### src/rtl/gtp_pkg.sv
package gtp_pkg;

  // Width of a channel ratio field; divide range is 1 .. 2**CH_RATIO_W
  localparam int unsigned CH_RATIO_W = 2;
  // Position of the channel enable bit in a channel write
  localparam int unsigned CH_EN_BIT  = CH_RATIO_W;

  typedef struct packed {
    logic                  en;
    logic [CH_RATIO_W-1:0] ratio;
  } ch_cfg_t;

  // Split a raw channel write word into its fields
  function automatic ch_cfg_t ch_cfg_from_word(input logic [CH_RATIO_W:0] raw);
    ch_cfg_t c;
    c.en    = raw[CH_EN_BIT];
    c.ratio = raw[CH_RATIO_W-1:0];
    return c;
  endfunction

endpackage

### src/rtl/gtp_wr_decode.sv
module gtp_wr_decode #(
  parameter int NUM_CH = 4,
  parameter int ADDR_W = 3
) (
  input  logic              clk,
  input  logic              rst_n,
  input  logic              wr_en,
  input  logic [ADDR_W-1:0] wr_addr,
  output logic              glb_wr,
  output logic [NUM_CH-1:0] ch_wr
);

  assign glb_wr = wr_en && (wr_addr == '0);

  for (genvar k = 0; k < NUM_CH; k++) begin : g_ch_sel
    assign ch_wr[k] = wr_en && (wr_addr == ADDR_W'(k + 1));
  end

  // each write reaches at most one register target
  p_single_target_r2 : assert property (@(posedge clk) disable iff (!rst_n)
    $onehot0({ch_wr, glb_wr}));

endmodule

### src/rtl/gtp_global_div.sv
module gtp_global_div #(
  parameter int RATIO_W = 8
) (
  input  logic               clk,
  input  logic               rst_n,
  input  logic               cfg_wr,
  input  logic [RATIO_W-1:0] cfg_ratio,
  input  logic               cfg_en,
  input  logic               dbg_freeze,
  input  logic               tb_en,
  output logic               run,
  output logic               tick
);

  logic [RATIO_W-1:0] pend_ratio;   // last written ratio
  logic [RATIO_W-1:0] live_ratio;   // ratio of the period in progress
  logic [RATIO_W-1:0] cnt;
  logic [RATIO_W-1:0] next_pend;
  logic               next_run;
  logic               period_end;
  logic               cnt_clear;

  function automatic logic at_terminal(input logic [RATIO_W-1:0] c,
                                       input logic [RATIO_W-1:0] lim);
    return c == lim;
  endfunction

  function automatic logic [RATIO_W-1:0] step(input logic [RATIO_W-1:0] c,
                                              input logic             clr);
    return clr ? '0 : c + 1'b1;
  endfunction

  assign next_pend  = cfg_wr ? cfg_ratio : pend_ratio;
  assign next_run   = cfg_wr ? cfg_en    : run;
  assign period_end = run && at_terminal(cnt, live_ratio);
  assign cnt_clear  = !run || !next_run || period_end;
  assign tick       = period_end;

  always_ff @(posedge clk) begin
    if (!rst_n) begin
      run        <= 1'b0;
      pend_ratio <= '0;
      live_ratio <= '0;
      cnt        <= '0;
    end else begin
      run        <= next_run;
      pend_ratio <= next_pend;
      if (!run || period_end)
        live_ratio <= next_pend;
      cnt        <= step(cnt, cnt_clear);
    end
  end

  // count never passes the active terminal value
  p_cnt_bounded_r1 : assert property (@(posedge clk) disable iff (!rst_n)
    run |-> cnt <= live_ratio);

  // a disabled divider holds its count at zero
  p_clear_when_off_r6 : assert property (@(posedge clk) disable iff (!rst_n)
    !run |=> cnt == '0);

  // the active ratio only changes at a period boundary
  p_live_hold_r7 : assert property (@(posedge clk) disable iff (!rst_n)
    run && !period_end |=> $stable(live_ratio));

  // freeze does not hold the count
  p_freeze_ignored_r4 : assert property (@(posedge clk) disable iff (!rst_n)
    dbg_freeze && run && !period_end && !cfg_wr |=> cnt == $past(cnt) + 1'b1);

  // a low time-base enable does not hold the count
  p_tbase_ignored_r5 : assert property (@(posedge clk) disable iff (!rst_n)
    !tb_en && run && !period_end && !cfg_wr |=> cnt == $past(cnt) + 1'b1);

endmodule

### src/rtl/gtp_chan_div.sv
module gtp_chan_div
  import gtp_pkg::*;
(
  input  logic    clk,
  input  logic    rst_n,
  input  logic    glb_run,
  input  logic    glb_tick,
  input  logic    cfg_wr,
  input  ch_cfg_t cfg,
  output logic    cnt_en
);

  ch_cfg_t               cur;
  logic [CH_RATIO_W-1:0] ccnt;
  logic                  wrap;

  function automatic logic [CH_RATIO_W-1:0] advance(input logic [CH_RATIO_W-1:0] c,
                                                    input logic                  w);
    return w ? '0 : c + 1'b1;
  endfunction

  assign wrap   = (ccnt == cur.ratio);
  assign cnt_en = glb_tick && cur.en && wrap;

  always_ff @(posedge clk) begin
    if (!rst_n) begin
      cur  <= '0;
      ccnt <= '0;
    end else if (cfg_wr) begin
      cur  <= cfg;
      ccnt <= '0;
    end else if (!glb_run || !cur.en) begin
      ccnt <= '0;
    end else if (glb_tick) begin
      ccnt <= advance(ccnt, wrap);
    end
  end

  // the channel count stays within its ratio
  p_chan_bounded_r2 : assert property (@(posedge clk) disable iff (!rst_n)
    cur.en |-> ccnt <= cur.ratio);

  // global disable zeroes the channel count
  p_chan_clear_r6 : assert property (@(posedge clk) disable iff (!rst_n)
    !glb_run |=> ccnt == '0);

  // a disabled channel keeps its count at zero
  p_chan_idle_r10 : assert property (@(posedge clk) disable iff (!rst_n)
    !cur.en |=> ccnt == '0);

  // a channel write restarts the channel count
  p_chan_restart_r9 : assert property (@(posedge clk) disable iff (!rst_n)
    cfg_wr |=> ccnt == '0);

endmodule

### src/rtl/gtp_top.sv
module gtp_top
  import gtp_pkg::*;
#(
  parameter  int NUM_CH   = 4,
  parameter  int GRATIO_W = 8,
  localparam int ADDR_W   = $clog2(NUM_CH + 1),
  localparam int DATA_W   = GRATIO_W + 1
) (
  input  logic              clk,
  input  logic              rst_n,
  input  logic              wr_en,
  input  logic [ADDR_W-1:0] wr_addr,
  input  logic [DATA_W-1:0] wr_data,
  input  logic              dbg_freeze,
  input  logic              ext_tbase_en,
  output logic [NUM_CH-1:0] ch_cnt_en
);

  logic              glb_wr;
  logic [NUM_CH-1:0] ch_wr;
  logic              glb_run;
  logic              glb_tick;
  ch_cfg_t           ch_word;

  assign ch_word = ch_cfg_from_word(wr_data[CH_RATIO_W:0]);

  gtp_wr_decode #(
    .NUM_CH (NUM_CH),
    .ADDR_W (ADDR_W)
  ) u_dec (
    .clk     (clk),
    .rst_n   (rst_n),
    .wr_en   (wr_en),
    .wr_addr (wr_addr),
    .glb_wr  (glb_wr),
    .ch_wr   (ch_wr)
  );

  gtp_global_div #(
    .RATIO_W (GRATIO_W)
  ) u_gdiv (
    .clk        (clk),
    .rst_n      (rst_n),
    .cfg_wr     (glb_wr),
    .cfg_ratio  (wr_data[GRATIO_W-1:0]),
    .cfg_en     (wr_data[GRATIO_W]),
    .dbg_freeze (dbg_freeze),
    .tb_en      (ext_tbase_en),
    .run        (glb_run),
    .tick       (glb_tick)
  );

  for (genvar k = 0; k < NUM_CH; k++) begin : g_chan
    gtp_chan_div u_cdiv (
      .clk      (clk),
      .rst_n    (rst_n),
      .glb_run  (glb_run),
      .glb_tick (glb_tick),
      .cfg_wr   (ch_wr[k]),
      .cfg      (ch_word),
      .cnt_en   (ch_cnt_en[k])
    );
  end

  // no channel pulse while the global enable is clear
  p_pulse_gated_r3 : assert property (@(posedge clk) disable iff (!rst_n)
    !glb_run |-> ch_cnt_en == '0);

  // every channel pulse coincides with a global tick
  p_pulse_on_tick_r1 : assert property (@(posedge clk) disable iff (!rst_n)
    (ch_cnt_en != '0) |-> glb_tick);

  // the first cycle after reset release is quiet
  p_reset_quiet_r11 : assert property (@(posedge clk)
    !rst_n |=> ch_cnt_en == '0);

endmodule

### config.mk
export PLATFORM = sky130hd
export DESIGN_NAME = gtp_top
export DESIGN_NICKNAME = d
export VERILOG_FILES = /design/src/rtl/gtp_pkg.sv /design/src/rtl/gtp_wr_decode.sv /design/src/rtl/gtp_global_div.sv /design/src/rtl/gtp_chan_div.sv /design/src/rtl/gtp_top.sv
export SDC_FILE = /design/constraint.sdc
export NUM_CORES = 1
export LEC_CHECK = 0
export ABC_AREA = 1
export BUFFER_PORTS_ARGS = -buffer_cell sky130_fd_sc_hd__buf_2
export CAP_MARGIN = 0
export CORE_MARGIN = 4
export CORE_UTILIZATION = 35
export DETAILED_ROUTE_END_ITERATION = 16
export GPL_TIMING_DRIVEN = 0
export PLACE_DENSITY_LB_ADDON = 0.15
export SLEW_MARGIN = 40
export SYNTH_ARGS = -nofsm -noshare
export SYNTH_HDL_FRONTEND = slang
export SYNTH_SLANG_ARGS = --single-unit
### constraint.sdc
create_clock -name clk -period 3.12 [get_ports clk]
set_clock_uncertainty 0.05 [all_clocks]
set_input_delay 0.312 -clock clk [delete_from_list [all_inputs] [get_ports clk]]
set_output_delay 0.312 -clock clk [all_outputs]
set_load 0.01 [all_outputs]
### Word level (Yosys, flattened, before mapping)

Index checks and enable logic that the tools add are counted.
W data, S select, Z words.

* bits of input ports: 17
* output and inout port bits: 4
* bits in registers: 45

* add/sub/neg operators: 5
* eq/ne operators: 9
* bitwise operators: 1
* mux-type cells: 6
* reductions and logical operators: 33

Operators with widths (number)
* $logic_and A1 B1 Y1: 14
* $reduce_or A3 Y1: 4
* $add A2 B1 Y2 const B: 4
* $add A8 B1 Y8 const B: 1
* $eq A2 B2 Y1: 4
* $eq A8 B8 Y1: 1
* $mux W2: 4
* $mux W8: 1
* $logic_or A1 B1 Y1: 7
* $eq A3 B2 Y1 const B: 2
* $logic_not A1 Y1: 6
* $eq A3 B1 Y1 const B: 1
* $eq A3 B3 Y1 const B: 1
* $logic_not A3 Y1: 1
* $reduce_or A2 Y1: 1
* $mux W1: 1
* $not A1 Y1: 1

### Logic depth before layout (Yosys ltp)

* word-level depth: 7
* mapped depth: 11

### By module

Synthesis repeated with hierarchy kept, for this count alone.

* cells, all modules: 339
* area, all modules: 2239.6 µm²

Modules (own cells, without submodules)
* gtp_global_div: times used 1, area an instance 1203.7 µm², cells each 169
* gtp_chan_div: times used 4, area an instance 245.2 µm², cells each 39
* gtp_wr_decode: times used 1, area an instance 55.1 µm², cells each 14

### Least setup slack after synthesis

No wires, ideal clock.

* path kind: flip-flop to output port
* start: register u_gdiv.cnt[0]
* end: output ch_cnt_en[2]
* stages on the path, launching flop included: 8
* setup slack: 1.480 ns
* arrival time: 1.278 ns
* required time: 2.758 ns
* cell sequence: dfxtp_1 -> xnor2_1 -> nand2_1 -> nor2_4 -> nand3_4 -> buf_6 -> nor3b_2 -> buf_4

* longest elaborated chain between the ends: 4

RTL lines
* start: declaration: RTL line gtp_global_div.sv:17 `logic [RATIO_W-1:0] cnt;`
* start signal: assignment: RTL line gtp_global_div.sv:50 `cnt <= step(cnt, cnt_clear);`
* $eq A8 B8 Y1: RTL line gtp_global_div.sv:25 `return c == lim;`
* $logic_and A1 B1 Y1: RTL line gtp_global_div.sv:35 `assign period_end = run && at_terminal(cnt, live_ratio);`
* $logic_and A1 B1 Y1 (2 in series): RTL line gtp_chan_div.sv:23 `assign cnt_en = glb_tick && cur.en && wrap;`
* end: declaration: RTL line gtp_top.sv:16 `output logic [NUM_CH-1:0] ch_cnt_en`

No other way between the ends.

### Worst setup path after layout

Same ends and word-level chain as after synthesis.

==> impl_metrics.env <==
export IMPL_hold_end="u_gdiv.pend_ratio[3]"
export IMPL_critical_path_class="reg2out"
export IMPL_hold_violations=0
export IMPL_vias=2037
export IMPL_post_cts_buffers=0
export IMPL_end_kind="output pin"
export IMPL_die_area_um2=8410
export IMPL_hold_start="wr_data[3]"
export IMPL_r2r_start="u_gdiv.cnt[0]"
export IMPL_syn2layout_area_growth_pct=12.09
export IMPL_register_area_um2=900.9
export IMPL_drc_errors=0
export IMPL_final_nets=398
export IMPL_maxSlewViolCount=0
export IMPL_final_cell_mix="nand2_1 (95), nor2_1 (55), dfxtp_1 (45)"
export IMPL_min_period_ns=2.221
export IMPL_clock_fmax_mhz=450.2
export IMPL_leakage_uw=0.001154
export IMPL_synth_area_um2=2452
export IMPL_cts_buffers=5
export IMPL_rrSetupSlack_ns=1.59
export IMPL_dpl_hpwl_um=3856
export IMPL_yosys_warnings=0
export IMPL_timing_slew_headroom_pct=66.44
export IMPL_multi_input_area_um2=1262
export IMPL_avgRoutedWirePerCell_um=10.89
export IMPL_powerDensity_nw_per_um2=400.5
export IMPL_whs_ns=0.2345
export IMPL_startpoint="u_gdiv.cnt[0]"
export IMPL_drv_cap=0
export IMPL_hold_depth=3
export IMPL_synth_area_top_cells="dfxtp_1 (37%), nand2_1 (15%), nor2_1 (8.4%)"
export IMPL_finalSetupViolCount=0
export IMPL_tightest_slew_ns=0.5034
export IMPL_fill_cells=733
export IMPL_drt_total_wl_um=5185
export IMPL_place_gp_congestion=0.7935
export IMPL_cts_path_max_buffers=2
export IMPL_mostFrequentLayoutCell="nand2_1"
export IMPL_outcome="completed"
export IMPL_layout_drive_gt1_share_pct=19.21
export IMPL_viasPerCell=4.279
export IMPL_synth_cells=355
export IMPL_timing_critical_path_required_ns=2.76
export IMPL_cts_root_buffer="clkbuf_8"
export IMPL_die_x_um=91.71
export IMPL_reg2reg_depth=7
export IMPL_synth_nets=373
export IMPL_grt_pass1_wl_um=8894
export IMPL_hp_class="in2reg"
export IMPL_grt_max_degree=13
export IMPL_post_cts_resized=0
export IMPL_ant_nets=0
export IMPL_track_usage_pct=13.14
export IMPL_coreArea_um2=6794
export IMPL_pre_cts_ws_ns=1.198
export IMPL_firstDrtPassIters=4
export IMPL_drt_iter0_drc=103
export IMPL_fin_ws_ns=0.8987
export IMPL_rsz0062_at_grt="false"
export IMPL_grt_antenna_before_repair=0
export IMPL_fin_crit_sh_pct=71.19
export IMPL_grt_overflow_total=0
export IMPL_synth_async_reset_ratio_pct=0
export IMPL_clock_sinks=45
export IMPL_finalPower_uw=1101
export IMPL_tns_ns=0
export IMPL_num_rows=30
export IMPL_peakVddDrop_mv=0.1893
export IMPL_synth_ff_type="dfxtp_1"
export IMPL_synth_top_area_share_pct=36.73
export IMPL_critPathLaunchType="flop"
export IMPL_yosysUniqueCellTypes=28
export IMPL_io_buffers=18
export IMPL_synth_edf_count=0
export IMPL_clk_pin_slew_ns=0.09
export IMPL_ios=21
export IMPL_ys_seq_area_share_pct=36.73
export IMPL_clk_latency_ns=0.30
export IMPL_syn_area_per_cell_um2=6.908
export IMPL_die_height_um=91.71
export IMPL_start_util_pct=36.10
export IMPL_postCtsHoldBufs=0
export IMPL_regToRegEndpoint="u_gdiv.live_ratio[5]"
export IMPL_antenna_cells=0
export IMPL_critPathMaxFanout=10
export IMPL_yosys_area_top_type="dfxtp_1"
export IMPL_grt_pass1_vias=1892
export IMPL_cts_htree_levels=2
export IMPL_synth_seq_cells=45
export IMPL_cp_arrival_ns=1.86
export IMPL_cts_tree="yes"
per-stage QoR:
| step | instance area [µm²] | std cells | util (%) |
|---|---|---|---|
| floorplan | 2452 | 355 | - |
| global placement | 2663 | 469 | 39.19 |
| detailed placement | 2663 | 469 | 39.19 |
| CTS | 2749 | 476 | 40.46 |
| global route | 2749 | 476 | 40.46 |
| finish | 2749 | 476 | 40.46 |
power by group:
| group | switching [µW] | leakage (µW) | internal (µW) |
|---|---|---|---|
| registers | 6.30 | 0.000364 | 584 |
| logic | 88.5 | 0.000746 | 50.2 |
| clock network | 195 | 0.0000443 | 176 |
final cells by class:
class	count	share of cell area, %
Multi-Input combinational cell	251	45.93
Sequential cell	45	32.77
Inverter	47	6.418
Tap cell	96	4.370
Buffer	12	4.096
Timing Repair Buffer	18	3.277
Clock buffer	7	3.141
layer usage:
metal  track usage, %  part of all wire, %  up-vias
li1                 -                    -     1135
met1            18.65                   53      876
met2            19.78                   43       24
met3            3.035                  2.9        2
met4            3.960                 0.68        0
met5                0                    0        -
registers in the layout, summed over array words and instances, names as in the netlist:
register            count
g_chan.u_cdiv.ccnt      8
g_chan.u_cdiv.cur      12
u_gdiv.cnt              8
u_gdiv.live_ratio       8
u_gdiv.pend_ratio       8
u_gdiv.run              1
worst max-delay path, stage by stage (launching register included):
cell     delay (ns)
dfxtp_1        0.46
xnor2_1        0.15
nand2_1        0.10
nor2_4         0.17
nand3_4        0.10
buf_6          0.17
nor3b_2        0.18
buf_4          0.12
buf_2          0.11
worst max path at each step:
stage	endpoint	cells after the start
after floorplan	ch_cnt_en[2]	7
after global placement	ch_cnt_en[2]	8
after detailed placement	ch_cnt_en[2]	11
after CTS	ch_cnt_en[2]	11
after global routing	ch_cnt_en[0]	8
final	ch_cnt_en[2]	8
cells by family after synthesis:
group,synth area share [%]
fa+ha+maj,0.5101
buf+inv,11.79
compound gates,8.061
flops,36.73
simple gates,37.91
xor+xnor,5.000
synthesized netlist by cell type, types with 5 or more instances:
| cell | count |
|---|---|
| xnor2_1 | 9 |
| buf_4 | 6 |
| xor2_1 | 5 |
| nand2_1 | 95 |
| nor2_1 | 55 |
| nand2_2 | 13 |
| a21oi_2 | 6 |
| inv_2 | 5 |
| a21oi_1 | 16 |
| nand3_1 | 19 |
| o21ai_0 | 13 |
| inv_1 | 41 |
| dfxtp_1 | 45 |
Note: power is estimated with default switching activity, not from simulation.
